===== config.mk =====
export PLATFORM = sky130hd
export DESIGN_NAME = cpu_clk_waitgen
export DESIGN_NICKNAME = d
export VERILOG_FILES = /design/src/rtl/clkws_pkg.sv /design/src/rtl/clkws_speed_sel.sv /design/src/rtl/clkws_divider.sv /design/src/rtl/clkws_wait_gen.sv /design/src/rtl/cpu_clk_waitgen.sv
export SDC_FILE = /design/constraint.sdc
export NUM_CORES = 1
export LEC_CHECK = 0
export BUFFER_PORTS_ARGS = -buffer_cell sky130_fd_sc_hd__buf_2
export CAP_MARGIN = 20
export CORE_MARGIN = 1
export CORE_UTILIZATION = 30
export CTS_CLUSTER_DIAMETER = 80
export DETAILED_ROUTE_END_ITERATION = 7
export GPL_TIMING_DRIVEN = 0
export PLACE_DENSITY = 0.55
export SYNTH_ARGS = -nofsm -noshare
export SYNTH_HDL_FRONTEND = slang
export SYNTH_SLANG_ARGS = --single-unit

===== constraint.sdc =====
create_clock -name clk_i -period 2.9 [get_ports clk_i]
set_input_delay 0.145 -clock clk_i [delete_from_list [all_inputs] [get_ports clk_i]]
set_output_delay 0.145 -clock clk_i [all_outputs]
set_load 0.03 [all_outputs]

===== src/rtl/clkws_pkg.sv =====
package clkws_pkg;

  localparam int PH_W = 3;
  localparam int WS_W = 3;

  typedef enum logic [2:0] {
    M_LO_477 = 3'd0,
    M_LO_715 = 3'd1,
    M_HI_477 = 3'd2,
    M_HI_715 = 3'd3,
    M_HI_954 = 3'd4
  } clk_mode_e;

  typedef enum logic [1:0] {
    SP_477 = 2'd0,
    SP_715 = 2'd1,
    SP_954 = 2'd2
  } speed_e;

  typedef enum logic [1:0] {
    CT_IO   = 2'd0,
    CT_ONB  = 2'd1,
    CT_BUS  = 2'd2,
    CT_NONE = 2'd3
  } cyc_type_e;

  function automatic logic [PH_W-1:0] mode_period(clk_mode_e m);
    case (m)
      M_LO_477: mode_period = PH_W'(3);
      M_LO_715: mode_period = PH_W'(2);
      M_HI_477: mode_period = PH_W'(6);
      M_HI_715: mode_period = PH_W'(4);
      M_HI_954: mode_period = PH_W'(3);
      default:  mode_period = PH_W'(3);
    endcase
  endfunction

  function automatic logic [PH_W-1:0] mode_high(clk_mode_e m);
    case (m)
      M_HI_477: mode_high = PH_W'(2);
      M_HI_954: mode_high = PH_W'(2);
      default:  mode_high = PH_W'(1);
    endcase
  endfunction

  function automatic speed_e mode_speed(clk_mode_e m);
    case (m)
      M_LO_715, M_HI_715: mode_speed = SP_715;
      M_HI_954:           mode_speed = SP_954;
      default:            mode_speed = SP_477;
    endcase
  endfunction

  function automatic logic [WS_W-1:0] wait_count(speed_e sp, cyc_type_e ct,
                                                 logic mid, logic fast);
    wait_count = '0;
    if (ct == CT_IO) begin
      case (sp)
        SP_715:  wait_count = WS_W'(4);
        SP_954:  wait_count = WS_W'(6);
        default: wait_count = WS_W'(1);
      endcase
    end else if (ct == CT_BUS && !fast) begin
      case (sp)
        SP_715:  wait_count = WS_W'(2);
        SP_954:  wait_count = mid ? WS_W'(2) : WS_W'(4);
        default: wait_count = '0;
      endcase
    end
  endfunction

endpackage


===== src/rtl/clkws_speed_sel.sv =====
module clkws_speed_sel
  import clkws_pkg::*;
(
  input  logic       xtal_slow_i,
  input  logic [1:0] spd_sel_i,
  output clk_mode_e  mode_o
);

  always_comb begin
    if (xtal_slow_i) begin
      // 9.54 is not reachable from the low-rate crystal: fall back to 7.15
      mode_o = (spd_sel_i != 2'b00) ? M_LO_715 : M_LO_477;
    end else if (spd_sel_i[1]) begin
      mode_o = M_HI_954;
    end else if (spd_sel_i[0]) begin
      mode_o = M_HI_715;
    end else begin
      mode_o = M_HI_477;
    end
  end

endmodule


===== src/rtl/clkws_divider.sv =====
module clkws_divider
  import clkws_pkg::*;
(
  input  logic      clk_i,
  input  logic      rst_n,
  input  clk_mode_e req_mode_i,
  output logic      ce_o,
  output logic      cpu_clk_o,
  output clk_mode_e cur_mode_o
);

  logic [PH_W-1:0] ph_q, ph_d;
  clk_mode_e       mode_q, mode_d;
  logic            last;

  always_comb begin
    last   = (ph_q == mode_period(mode_q) - PH_W'(1));
    ph_d   = last ? '0 : ph_q + PH_W'(1);
    mode_d = last ? req_mode_i : mode_q;
  end

  always_ff @(posedge clk_i or negedge rst_n) begin
    if (!rst_n) begin
      ph_q   <= '0;
      mode_q <= M_LO_477;
    end else begin
      ph_q   <= ph_d;
      mode_q <= mode_d;
    end
  end

  assign ce_o       = last;
  assign cpu_clk_o  = (ph_q < mode_high(mode_q));
  assign cur_mode_o = mode_q;

  // the mode only moves across a period boundary
  a_r11_mode_at_boundary: assert property (@(posedge clk_i) disable iff (!rst_n)
    !ce_o |=> $stable(cur_mode_o));

  // the phase never runs past the period of the mode in force
  a_r12_phase_in_range: assert property (@(posedge clk_i) disable iff (!rst_n)
    ph_q < mode_period(mode_q));

endmodule


===== src/rtl/clkws_wait_gen.sv =====
module clkws_wait_gen
  import clkws_pkg::*;
#(
  parameter int WAIT_W = WS_W
) (
  input  logic      clk_i,
  input  logic      rst_n,
  input  logic      ce_i,
  input  logic      start_i,
  input  cyc_type_e type_i,
  input  speed_e    speed_i,
  input  logic      mid_i,
  input  logic      fast_i,
  output logic      ready_o
);

  logic [WAIT_W-1:0] cnt_q, cnt_d;
  logic              load_en, dec_en;

  always_comb begin
    dec_en  = ce_i && (cnt_q != '0);
    load_en = ce_i && (cnt_q == '0) && start_i;
    cnt_d   = cnt_q;
    if (dec_en) begin
      cnt_d = cnt_q - WAIT_W'(1);
    end else if (load_en) begin
      cnt_d = WAIT_W'(wait_count(speed_i, type_i, mid_i, fast_i));
    end
  end

  always_ff @(posedge clk_i or negedge rst_n) begin
    if (!rst_n) begin
      cnt_q <= '0;
    end else begin
      cnt_q <= cnt_d;
    end
  end

  assign ready_o = (cnt_q == '0);

  // a wait in progress is not cut short between boundaries
  a_r10_hold_low: assert property (@(posedge clk_i) disable iff (!rst_n)
    (!ready_o && !ce_i) |=> !ready_o);

  // ready cannot fall off a boundary tick
  a_r9_start_on_boundary: assert property (@(posedge clk_i) disable iff (!rst_n)
    (ready_o && !ce_i) |=> ready_o);

  // on-board memory never waits
  a_r6_onboard_zero: assert property (@(posedge clk_i) disable iff (!rst_n)
    (ready_o && ce_i && start_i && type_i == CT_ONB) |=> ready_o);

endmodule


===== src/rtl/cpu_clk_waitgen.sv =====
module cpu_clk_waitgen
  import clkws_pkg::*;
#(
  parameter int WAIT_W = WS_W
) (
  input  logic       clk_i,
  input  logic       rst_ni,
  input  logic       xtal_slow_i,
  input  logic [1:0] spd_sel_i,
  input  logic       fast_mem_i,
  input  logic       cyc_start_i,
  input  logic [1:0] cyc_type_i,
  output logic       cpu_clk_o,
  output logic       cpu_ce_o,
  output logic       ready_o
);

  logic [1:0] rst_sync_q;
  logic       rst_n;
  clk_mode_e  req_mode, cur_mode;

  // asynchronous assertion, synchronous release
  always_ff @(posedge clk_i or negedge rst_ni) begin
    if (!rst_ni) begin
      rst_sync_q <= 2'b00;
    end else begin
      rst_sync_q <= {rst_sync_q[0], 1'b1};
    end
  end
  assign rst_n = rst_sync_q[1];

  clkws_speed_sel u_sel (
    .xtal_slow_i (xtal_slow_i),
    .spd_sel_i   (spd_sel_i),
    .mode_o      (req_mode)
  );

  clkws_divider u_div (
    .clk_i      (clk_i),
    .rst_n      (rst_n),
    .req_mode_i (req_mode),
    .ce_o       (cpu_ce_o),
    .cpu_clk_o  (cpu_clk_o),
    .cur_mode_o (cur_mode)
  );

  clkws_wait_gen #(.WAIT_W(WAIT_W)) u_wait (
    .clk_i   (clk_i),
    .rst_n   (rst_n),
    .ce_i    (cpu_ce_o),
    .start_i (cyc_start_i),
    .type_i  (cyc_type_e'(cyc_type_i)),
    .speed_i (mode_speed(req_mode)),
    .mid_i   (spd_sel_i[0]),
    .fast_i  (fast_mem_i),
    .ready_o (ready_o)
  );

  // every period opens with the clock high
  a_r12_high_at_start: assert property (@(posedge clk_i) disable iff (!rst_n)
    cpu_ce_o |=> cpu_clk_o);

  // the low-rate crystal never reaches the 9.54 mode
  a_r4_no_954_slow_xtal: assert property (@(posedge clk_i) disable iff (!rst_n)
    (cpu_ce_o && xtal_slow_i) |=> (cur_mode != M_HI_954));

endmodule


* Word-level counts from Yosys, hierarchy flattened
Index checks and enable logic that the tools add are counted.
Word-level totals: flip-flop bits (word level) 11, input bits 9
Cells by class: equality and inequality tests 11, magnitude comparators 1, reductions and logical operators 12, add/subtract/negate cells 3, multiplexer cells 15
Operators by type and width (number):
- $mux W3 | 8
- $pmux W3 S2 | 2
- $eq A3 B2 Y1 const B | 3
- $pmux W3 S3 | 1
- $eq A3 B1 Y1 const B | 2
- $eq A3 B3 Y1 const B | 2
- $sub A3 B1 Y3 const B | 2
- $eq A2 B2 Y1 const B | 2
- $logic_and A1 B1 Y1 | 4
- $pmux W2 S2 | 1
- $reduce_bool A2 Y1 | 2
- $reduce_or A2 Y1 | 2
- $add A3 B1 Y3 const B | 1
- $eq A3 B3 Y1 | 1
- $logic_not A3 Y1 | 1
- $lt A3 B2 Y1 | 1
- $reduce_bool A3 Y1 | 1
- $eq A2 B1 Y1 const B | 1
- $logic_not A2 Y1 | 1
- $mux W1 | 2
- $mux W2 | 1
- $logic_not A1 Y1 | 1

* Longest topological paths before layout
depth after elaboration 12, mapped depth 7

* Cells and area by module
A second synthesis with hierarchy kept.
Unflattened totals: cell total of the unflattened synthesis 69, area total of the unflattened synthesis 743.2 um^2
By module, submodules not included:
- clkws_divider | cells an instance 29, area each 352.8 um^2, instances 1
- clkws_wait_gen | cells an instance 32, area each 290.3 um^2, instances 1
- cpu_clk_waitgen | cells an instance 5, area each 75.1 um^2, instances 1
- clkws_speed_sel | cells an instance 3, area each 25.0 um^2, instances 1

* Worst setup path after synthesis
OpenSTA, ideal clock, no wires.
path kind reg-to-reg, start point reg u_wait.cnt_q[0], end point reg u_wait.cnt_q[2], stages on the path, launching flop included 8, setup time 0.122 ns, path buffers 1, data required time 2.778 ns, setup slack 1.260 ns, arrival time 1.518 ns, cells stage by stage dfrtp_1 inv_1 ha_1 ha_1 buf_1 o311ai_0 a21boi_0 nor2_1
On the way: cells in the longest elaborated chain, start to end 4, elaborated cells on any way between the ends 8
Ends and longest elaborated chain:
- from (decl) | line clkws_wait_gen.sv:17 | logic [WAIT_W-1:0] cnt_q, cnt_d;
- from (signal assigned) | line clkws_wait_gen.sv:35 | cnt_q <= cnt_d;
- $logic_not A3 Y1
- named net ready_o | line cpu_clk_waitgen.sv:15 | output logic ready_o
- $logic_and A1 B1 Y1 (2 in series) | line clkws_wait_gen.sv:22 | load_en = ce_i && (cnt_q == '0) && start_i;
- $reduce_bool A2 Y1 (no line)
The timed path passes the listed nets, and every way through them passes these cells. A chain may end at the register's enable or synchronous reset.

* Final worst setup path
start point reg u_div.ph_q[1], end point out cpu_ce_o
On the way: cells in the longest elaborated chain, start to end 1
Ends and longest elaborated chain:
- from (decl) | line clkws_divider.sv:12 | logic [PH_W-1:0] ph_q, ph_d;
- from (signal assigned) | line clkws_divider.sv:27 | ph_q <= ph_d;
- $eq A3 B3 Y1 | line clkws_divider.sv:17 | last = (ph_q == mode_period(mode_q) - PH_W'(1));
- to (decl) | line cpu_clk_waitgen.sv:14 | output logic cpu_ce_o,
Every way passes these cells.

==> impl_metrics.toml <==
[yosys]
synth_most_common_cell = "dfrtp_1"
ys_warn_count = 0
synth_top_flop_cell = "dfrtp_1"
ys_ff_latch = 11
synth_top_area_share_pct = 41.28
synthesis.nets = 82
ys_seq_area_share_pct = 41.28
synth_top_cell_by_area = "dfrtp_1"
synth_common_cells = "11 x dfrtp_1, 6 x nor2_1, 5 x inv_1"
yosysUniqueCellTypes = 31
syn_area_um2 = 666.9
synth_edf_count = 0
syn_avg_cell_area_um2 = 9.665
syn_inst = 69
synth_area_leaders = "dfrtp_1 41%, ha_1 7.5%, nand3b_1 4.5%"
async_flop_share_pct = 100.0

[timing]
finClkSkew_ps = 1.870
rsz0062_at_grt = "false"
drv_slew = 0
fin_crit_sh_pct = 65.79
max_freq_ghz = 0.5242
maxSlewHeadroom_pct = 66.50
setup_ws_ps = 992.2
layout_min_cycle_time_ps = 1908
holdWs_ps = 151.5
tns_ps = 0
finalSetupViolCount = 0
hold_viol = 0
worst_pin_slew_ps = 502.5

[critical_path]
arrival_ps = 1760
crit_buf_inv = 2
r2r-end = "u_wait.cnt_q[2]"
path_delay_family = "compound AO/OA/AOI/OAI gates"
endpoint = "cpu_ce_o"
start_kind = "flop"
reg2reg_slack_ps = 1290
required_ps = 2760
critical-path-max-stage-delay_ps = 460
reg2reg_depth = 7
critPathLaunch = "u_div.ph_q[1]"
critPathMaxFanout = 10
worstPathCellList = "nand4b_1, o32ai_2, buf_6, buf_2"
reg2reg_from = "u_wait.cnt_q[0]"
worstSetupPathType = "flop to primary output"
crit_slowest_cell = "o32ai_2"
cp-end-kind = "primary output"
crit_cells = 4

[grt]
antenna_found_initial = 0
grt_remaining_overflow = 0
track_usage_pct = 11.38
grt_pass1_vias = 445
grt_max_degree = 11
grt_pass1_wl_um = 2001

[clock_tree]
clockRootBuffer = "clkbuf_4"
numClockSinks = 11
post_cts_buffers = 0
h-tree-depth = 1
cts_buffers = 3
cts_tree = "yes"
clockBufferDepth = 2
ctsResizeCount = 0
insertion_delay_ps = 260
clkTransAtPathRegs_ps = 70

[floorplanning]
dieHeight_um = 49.15
top_level_ports = 12
dieArea_um2 = 2416
initial_core_util_pct = 32.98
die_x_um = 49.15
fp.coreArea_um2 = 2022
fp-row-count = 16

[finish]
drive_gt1_share_pct = 20.00
final-seq-area_um2 = 275.3
finalInstanceArea_um2 = 792.0
fill_cells = 205
multi_input_area_um2 = 357.8
area_growth_pct = 18.76
final_cells = 112
antenna_cells = 0
fin_nets = 99
utilization_pct = 39.17

[placement]
place_hpwl_um = 914.1
io_buffer_count = 11
place_inst = 107
placed_cell_area_um2 = 755.7
post-place-ws_ps = 1235
finalWeightedCongestion = 0.6933

[drt]
drt_iter0_markers = 4
detail-route-antenna-nets = 0
routed_wl_um = 1193
viasPerCell = 4.741
first_pass_iters = 2
wl_per_cell_um = 10.65
drc = 0
vias = 531

[outcome]
status = "completed"

[power_and_ir_drop]
power_mw = 0.8598
ir_drop_v = 0.0004529
p_leak_nw = 0.3480
p_per_area_nw_per_um2 = 1086

[run]
maxCapViolations = 0

[min_path]
hp-class = "flop to asynchronous set/reset pin"
==> layer usage <==
layer / up-vias / share of wire, % / global-route usage [%] / wire length (µm)
li1: 276 / - / - / -
met1: 244 / 51 / 15.15 / 610
met2: 9 / 44 / 15.53 / 529
met3: 2 / 2.8 / 2.804 / 33
met4: 0 / 1.6 / 8.824 / 19
met5: - / 0 / 0 / 0
==> sequential cells by signal, indices dropped and copies added, names as in the netlist <==
signal	cells
rst_sync_q	2
u_div.ph_q	3
u_wait.cnt_q	3
u_div.cur_mode_o	3
==> logic make-up after synthesis <==
group / count (synthesis) / share of synthesized area [%]
adder cells (fa/ha/maj): 4 / 7.505
AND/OR/NAND/NOR: 24 / 20.64
flip-flops: 11 / 41.28
AO/OA/AOI/OAI: 18 / 19.51
XOR/XNOR: 3 / 3.941
other: 1 / 0.5623
buffers and inverters: 7 / 5.065
multiplexers: 1 / 1.501
==> where the power goes <==
| group | leakage (nW) | switching (mW) | internal [mW] |
|---|---|---|---|
| sequential | 0.131 | 0.0726 | 0.220 |
| combinational | 0.202 | 0.246 | 0.219 |
| clock | 0.0150 | 0.0495 | 0.0531 |
==> how the worst min path moves through the flow <==
| stage | from | endpoint | slack [ps] | cells after the start |
|---|---|---|---|---|
| 2_1_floorplan | rst_ni | rst_sync_q[0] | -150 | 0 |
| 3_3_place_gp | rst_ni | rst_sync_q[1] | -70 | 1 |
| 3_5_place_dp | rst_ni | rst_sync_q[0] | -70 | 1 |
| 4_1_cts | rst_sync_q[1] | u_wait.cnt_q[2] | 170 | 0 |
| 5_1_grt | rst_ni | rst_sync_q[0] | 190 | 2 |
| 6_report | rst_sync_q[1] | u_div.ph_q[1] | 150 | 0 |
==> cell usage in the layout, fill, tap and decap left out, drive strengths merged, types with 2 or more instances in the layout <==
cell / n
a21oi: 3
and2b: 2
buf: 13
clkbuf: 4
dfrtp: 11
ha: 4
inv: 5
nand2: 2
nand2b: 3
nand3: 3
nand3b: 4
nor2: 6
nor2b: 2
o21a: 2
o21ai: 5
xnor2: 2
==> area by class of cell <==
class / instances / area share [%]
inverters: 5 / 2.370
clock buffers: 4 / 3.318
plain buffers: 2 / 1.896
repair buffers: 12 / 8.215
flip-flops and latches: 11 / 34.76
multi-input cells: 51 / 45.18
well taps: 27 / 4.265
==> repair_timing <==
item | 4_1_cts | 5_1_grt
hold endpoints to repair | 2 | 0
hold buffers | 1 | 0
setup endpoints to repair | 0 | 0
No activity file was read; power rests on OpenSTA's default activity.
